[src/rtl/apw_pkg.sv]
package apw_pkg;
  typedef enum logic [2:0] {
    BK_IDLE    = 3'd0,
    BK_ACTIVE  = 3'd1,
    BK_WRITING = 3'd2,
    BK_WRBACK  = 3'd3,
    BK_PRECH   = 3'd4
  } bank_state_e;

  typedef enum logic [1:0] {
    CMD_NOP  = 2'd0,
    CMD_ACT  = 2'd1,
    CMD_WRAP = 2'd2,
    CMD_RSVD = 2'd3
  } cmd_e;
endpackage

[src/rtl/apw_bank_fsm.sv]
module apw_bank_fsm
  import apw_pkg::*;
#(
  parameter int T_WR = 2,
  parameter int T_RP = 3
) (
  input  logic        clk_i,
  input  logic        rst_ni,
  input  logic        act_i,
  input  logic        wr_i,
  input  logic        burst_end_i,
  output bank_state_e state_o
);
  localparam int TMAX  = (T_WR > T_RP) ? T_WR : T_RP;
  localparam int TMR_W = (TMAX > 1) ? $clog2(TMAX + 1) : 1;

  bank_state_e state_q, state_d;
  logic [TMR_W-1:0] tmr_q, tmr_d;

  always_comb begin
    state_d = state_q;
    tmr_d   = tmr_q;
    unique case (state_q)
      BK_IDLE:    if (act_i) state_d = BK_ACTIVE;
      BK_ACTIVE:  if (wr_i)  state_d = BK_WRITING;
      BK_WRITING: if (burst_end_i) begin
        state_d = BK_WRBACK;
        tmr_d   = TMR_W'(T_WR - 1);
      end
      BK_WRBACK: begin
        if (tmr_q == '0) begin
          state_d = BK_PRECH;
          tmr_d   = TMR_W'(T_RP - 1);
        end else tmr_d = tmr_q - 1'b1;
      end
      BK_PRECH: begin
        if (tmr_q == '0) state_d = BK_IDLE;
        else tmr_d = tmr_q - 1'b1;
      end
      default: state_d = BK_IDLE;
    endcase
  end

  always_ff @(posedge clk_i or negedge rst_ni) begin
    if (!rst_ni) begin
      state_q <= BK_IDLE;
      tmr_q   <= '0;
    end else begin
      state_q <= state_d;
      tmr_q   <= tmr_d;
    end
  end

  assign state_o = state_q;


  idle_hold_chk: assert property (@(posedge clk_i) disable iff (!rst_ni)
    (state_q == BK_IDLE && !act_i) |=> state_q == BK_IDLE);


  write_exit_chk: assert property (@(posedge clk_i) disable iff (!rst_ni)
    (state_q == BK_WRITING) |=> (state_q == BK_WRITING || state_q == BK_WRBACK));


  prech_done_chk: assert property (@(posedge clk_i) disable iff (!rst_ni)
    (state_q == BK_PRECH && tmr_q == '0) |=> state_q == BK_IDLE);
endmodule

[src/rtl/apw_burst_gen.sv]
module apw_burst_gen #(
  parameter int COL_W     = 9,
  parameter int BANK_W    = 2,
  parameter int BURST_LEN = 4
) (
  input  logic              clk_i,
  input  logic              rst_ni,
  input  logic              start_i,
  input  logic [BANK_W-1:0] bank_i,
  input  logic [COL_W-1:0]  col_i,
  output logic              beat_valid_o,
  output logic [COL_W-1:0]  beat_col_o,
  output logic [BANK_W-1:0] beat_bank_o,
  output logic              end_o,
  output logic [BANK_W-1:0] end_bank_o
);
  localparam int CNT_W = (BURST_LEN > 1) ? $clog2(BURST_LEN) : 1;
  localparam logic [CNT_W-1:0] LAST = CNT_W'(BURST_LEN - 1);

  logic              run_q;
  logic [CNT_W-1:0]  cnt_q;
  logic [COL_W-1:0]  base_q;
  logic [BANK_W-1:0] bank_q;

  always_comb begin
    if (start_i) begin
      beat_valid_o = 1'b1;
      beat_col_o   = col_i;
      beat_bank_o  = bank_i;
    end else begin
      beat_valid_o = run_q;
      beat_col_o   = base_q + COL_W'(cnt_q);
      beat_bank_o  = bank_q;
    end
  end

  // running burst ends at this edge: last beat, or cut by a new write
  assign end_o      = run_q && (start_i || cnt_q == LAST);
  assign end_bank_o = bank_q;

  always_ff @(posedge clk_i or negedge rst_ni) begin
    if (!rst_ni) begin
      run_q  <= 1'b0;
      cnt_q  <= '0;
      base_q <= '0;
      bank_q <= '0;
    end else if (start_i) begin
      run_q  <= (BURST_LEN > 1);
      cnt_q  <= CNT_W'(1);
      base_q <= col_i;
      bank_q <= bank_i;
    end else if (run_q) begin
      cnt_q <= cnt_q + 1'b1;
      if (cnt_q == LAST) run_q <= 1'b0;
    end
  end


  beat_incr_chk: assert property (@(posedge clk_i) disable iff (!rst_ni)
    (run_q && !start_i && cnt_q != LAST) |=>
      (start_i || (beat_valid_o && beat_col_o == $past(beat_col_o) + 1'b1)));
endmodule

[src/rtl/apw_tracker.sv]
module apw_tracker
  import apw_pkg::*;
#(
  parameter int NUM_BANKS = 4,
  parameter int COL_W     = 9,
  parameter int BURST_LEN = 4,
  parameter int T_WR      = 2,
  parameter int T_RP      = 3,
  localparam int BANK_W   = (NUM_BANKS > 1) ? $clog2(NUM_BANKS) : 1
) (
  input  logic                   clk_i,
  input  logic                   rst_ni,
  input  logic [1:0]             cmd_i,
  input  logic [BANK_W-1:0]      bank_i,
  input  logic [COL_W-1:0]       col_i,
  output logic                   beat_valid_o,
  output logic [COL_W-1:0]       beat_col_o,
  output logic [BANK_W-1:0]      beat_bank_o,
  output logic [3*NUM_BANKS-1:0] bank_state_o,
  output logic [NUM_BANKS-1:0]   bank_ready_o,
  output logic                   cmd_err_o
);
  bank_state_e st [NUM_BANKS];
  bank_state_e tgt_st;
  logic [NUM_BANKS-1:0] writing;
  logic is_act, is_wr, act_ok, wr_ok;
  logic burst_end;
  logic [BANK_W-1:0] end_bank;

  assign tgt_st = (32'(bank_i) < NUM_BANKS) ? st[bank_i] : BK_PRECH;
  assign is_act = (cmd_i == CMD_ACT);
  assign is_wr  = (cmd_i == CMD_WRAP);
  assign act_ok = is_act && tgt_st == BK_IDLE;
  assign wr_ok  = is_wr && tgt_st == BK_ACTIVE;
  assign cmd_err_o = (is_act && !act_ok) || (is_wr && !wr_ok);

  apw_burst_gen #(
    .COL_W(COL_W), .BANK_W(BANK_W), .BURST_LEN(BURST_LEN)
  ) u_burst (
    .clk_i(clk_i), .rst_ni(rst_ni),
    .start_i(wr_ok), .bank_i(bank_i), .col_i(col_i),
    .beat_valid_o(beat_valid_o), .beat_col_o(beat_col_o),
    .beat_bank_o(beat_bank_o), .end_o(burst_end), .end_bank_o(end_bank)
  );

  for (genvar b = 0; b < NUM_BANKS; b++) begin : g_bank
    apw_bank_fsm #(.T_WR(T_WR), .T_RP(T_RP)) u_fsm (
      .clk_i(clk_i), .rst_ni(rst_ni),
      .act_i(act_ok && bank_i == BANK_W'(b)),
      .wr_i(wr_ok && bank_i == BANK_W'(b)),
      .burst_end_i(burst_end && end_bank == BANK_W'(b)),
      .state_o(st[b])
    );
    assign bank_state_o[3*b +: 3] = st[b];
    assign bank_ready_o[b] = (st[b] == BK_IDLE);
    assign writing[b]      = (st[b] == BK_WRITING);
  end


  one_writer_chk: assert property (@(posedge clk_i) disable iff (!rst_ni)
    $onehot0(writing));


  beat_src_chk: assert property (@(posedge clk_i) disable iff (!rst_ni)
    (beat_valid_o && !wr_ok) |-> writing[beat_bank_o]);


  err_no_start_chk: assert property (@(posedge clk_i) disable iff (!rst_ni)
    (cmd_err_o && is_wr) |=> $stable(writing) || $past(burst_end));
endmodule

[config.mk]
export PLATFORM = sky130hd
export DESIGN_NAME = apw_tracker
export DESIGN_NICKNAME = d
export VERILOG_FILES = /design/src/rtl/apw_pkg.sv /design/src/rtl/apw_bank_fsm.sv /design/src/rtl/apw_burst_gen.sv /design/src/rtl/apw_tracker.sv
export SDC_FILE = /design/constraint.sdc
export NUM_CORES = 1
export LEC_CHECK = 0
export CAP_MARGIN = 20
export CELL_PAD_IN_SITES_DETAIL_PLACEMENT = 2
export CELL_PAD_IN_SITES_GLOBAL_PLACEMENT = 2
export CORE_ASPECT_RATIO = 0.75
export CORE_MARGIN = 2
export CORE_UTILIZATION = 35
export CTS_BUF_LIST = sky130_fd_sc_hd__clkbuf_8
export CTS_CLUSTER_SIZE = 20
export DETAILED_ROUTE_END_ITERATION = 7
export PLACE_DENSITY = 0.87
export SLEW_MARGIN = 15
export SYNTH_ARGS = -nofsm -noshare
export SYNTH_HDL_FRONTEND = slang
export SYNTH_SLANG_ARGS = --single-unit
[constraint.sdc]
create_clock -name clk_i -period 5.8 [get_ports clk_i]
set_input_delay 1.16 -clock clk_i [delete_from_list [all_inputs] [get_ports clk_i]]
set_output_delay 1.16 -clock clk_i [all_outputs]
set_load 0.005 [all_outputs]
==> impl_results.md <==
* Outcome: complete, no violations
* Post-route clock period utilization at 86.4%
* EDFF count, synth at 0
* FF-to-FF setup slack at 3.75 ns
* # Max-Cap Violations at 0
* Total negative slack at 0 ns
* Tmin final at 5.01 ns
* Inserted Clock Buffers at 5
* CTS tree: built
* Layout cell share with drive strength beyond 1 at 9.60%
* Post-synthesis cell area at 0.00239 sq mm
* DRC viols at 0
* Initial antenna violation count at 0
* Worst setup path startpoint: bank_i[1]
* Min-Delay Path Class: flop to flop
* Die area at 0.00750 sq mm
* Psw at 620 uW
* Post-CTS Hold Buffers at 0
* Busiest grt layer: met2
* I/O pin total at 44
* Pleak at 0.00120 uW
* Drt wl/cell at 17.9 um
* Total gr overflow at 0
* Final GP Congestion at 0.753
* Critical Path AT at 3.85 ns
* Clk pwr share at 11.7%
* Net Sw Frac at 41.8%
* Setup crit start kind: input pin
* Clk Latency, worst-skew pair at 0.29 ns
* Port bufs at 43
* Post-synthesis sequential area ratio at 35.6%
* Initial Util at 35.6%
* Max Fanout on Critical Path at 38
* Post-CTS setup buffers at 0
* Height of the chip at 75.5 um
* Core area at 0.00670 sq mm
* Met1 Resource Use GR at 25.9%
* Worst-margin pin slew at 0.674 ns
* Crit end category: output pin
* Worst clock skew at 0.00839 ns
* Post-layout total power at 1480 uW
* R2R depth at 5
* Final hold violations at 0
* Clock transition at the registers of the reported paths at 0.07 ns
* Slew Limit Fails at 0
* DR iter-0 viols at 61
* Final HPWL DP at 4920 um
* M3 GR Usage at 3.67%
* ANT nets after route at 0
* Comb pwr share at 53.8%
* Vias in the first global route at 2299
* Max Fclk at 200 MHz
* Critical path class: input pin to output pin
* Seq pwr share at 34.5%
* Number of synthesized register bits at 34
* Internal at 864 uW
* Row count at 26
* Maximum vdd drop at 0.000152 V
* Syn_nets at 293
* Longest Clk Path Bufs at 2
* Die W at 99.4 um
* Yosys cell types at 61
* Slew HR at 54.9%
* Clock sinks at 34
* H-tree depth at 2
* First-pass detailed-route iteration total at 4
* Most used flip-flop cell after synthesis: dfrtp_1
* Ys async rst share at 100%
* Area Overhead vs Synth at 22.5%
* CP endpoint: beat_bank_o[1]
* Mapped Cells at 266
* Unrepaired setup endpoints after global routing: false
* Total Routing Usage GR at 19.9%
* Root Driver: clkbuf_8
* PwrDens at 507 mW/mm^2
* GR met2 Demand/Resource at 34.5%
* Pin count of the biggest net entering global routing at 39
* Syn_area_per_cell at 8.97 sq um
* Vias per inst at 5.59
* Final Setup Violations at 0
* Critical path data required time at 4.64 ns
* Fill cells at 725
* R2R Path Start: g_bank[1].u_fsm.state_o[1]
* Final #Nets at 329
* Total inserted antenna cells at 0
* RR Endpoint: g_bank[3].u_fsm.tmr_q[1]
* Global-route wire length before repair at 11500 um
* Yosys warning count at 0
* # resized after CTS at 0
* Via count at 2157
* Final wirelength at 6900 um
-- worst min path at each step --
| stage | to | start | slack [ns] | depth (start not counted) |
|---|---|---|---|---|
| 6_report | g_bank[3].u_fsm.tmr_q[1] | g_bank[3].u_fsm.tmr_q[1] | 0.53 | 1 |
| 3_5_place_dp | u_burst.base_q[0] | u_burst.base_q[0] | 0.51 | 1 |
| 4_1_cts | g_bank[3].u_fsm.tmr_q[1] | g_bank[3].u_fsm.tmr_q[1] | 0.54 | 1 |
| 3_3_place_gp | g_bank[1].u_fsm.tmr_q[0] | g_bank[1].u_fsm.tmr_q[0] | 0.48 | 1 |
| 5_1_grt | u_burst.base_q[0] | u_burst.base_q[0] | 0.55 | 1 |
| 2_1_floorplan | g_bank[1].u_fsm.tmr_q[0] | g_bank[1].u_fsm.tmr_q[0] | 0.46 | 1 |
-- cell families after synthesis --
logic type,synth area share [%]
simple gates,21.9
buf+inv,7.65
flops,35.6
compound gates,19.4
xor+xnor,3.30
mux,5.50
fa+ha+maj,6.60
-- registers in the layout, indices dropped and copies added, names as in the netlist --
name                  cells
u_burst.run_q             1
u_burst.base_q            9
g_bank.u_fsm.tmr_q        8
u_burst.end_bank_o        2
u_burst.cnt_q             2
g_bank.u_fsm.state_o     12
-- final cells by class --
class	count	area, sq um	area share (%)
Multi-Input combinational cell	195	1350	46.3
Sequential cell	34	851	29.1
Timing Repair Buffer	45	458	15.7
Tap cell	84	105	3.59
Inverter	21	78.8	2.69
Clock buffer	5	68.8	2.35
Clock inverter	2	10.0	0.342
-- cells in the final DEF (no fill, tap or decap), drive strengths merged, types with 9 or more instances in the layout --
cell,netlist,routed
nor2,18,18
a21oi,13,13
dfrtp,34,34
o21ai,27,27
inv,21,21
clkdlybuf4s50,0,43
nand2,26,26
ha,11,11
mux2,9,9
-- power groups by stage --
stage,combinational [uW],clock [uW],sequential [uW]
finish,799,173,512
CTS,815,180,509
global placement,771,0,501
floorplan,516,0,419
global route,908,187,535
detailed placement,806,0,509
-- stage by stage --
| stage | instances | hold slack [ns] | utilization, % | instance area (sq um) | worst slack [ns] |
|---|---|---|---|---|---|
| 6_report | 386 | 0.529 | 43.7 | 2930 | 0.791 |
| 2_1_floorplan | 266 | 0.461 | - | 2390 | 2.24 |
| 3_5_place_dp | 379 | 0.514 | 42.5 | 2850 | 0.807 |
| 4_1_cts | 386 | 0.537 | 43.7 | 2930 | 0.774 |
| 3_3_place_gp | 379 | 0.478 | 42.5 | 2850 | 0.872 |
| 5_1_grt | 386 | 0.547 | 43.7 | 2930 | 0.633 |
-- routing by layer --
metal	up-vias	share of wire, %
met1	1098	49
li1	1019	-
met3	8	2.6
met4	0	1.4
met2	32	47
met5	-	0
-- synth_stat cells (5+ instances only) --
library cell	number	area share (%)
clkbuf_1	6	0.94
nand2b_1	6	1.6
nor3_1	8	1.7
nor2_1	18	2.8
o21ai_0	24	5.0
inv_1	21	3.3
nand2_1	26	4.1
dfrtp_1	34	36
mux2_2	7	3.3
nand3b_1	5	1.6
nor2b_1	5	1.3
xnor2_1	8	2.9
a21oi_1	12	2.5
buf_6	5	2.4
nand3_1	8	1.7
ha_1	11	5.8
-- worst max-delay path: stages --
cell and delay, ns:
clkdlybuf4s50_1 0.90, nor4b_2 0.39, o21ai_2 0.14, a21oi_2 0.20
buf_12 0.21, mux2_2 0.37, clkdlybuf4s50_1 0.45
(Power assumes the default switching activity.)
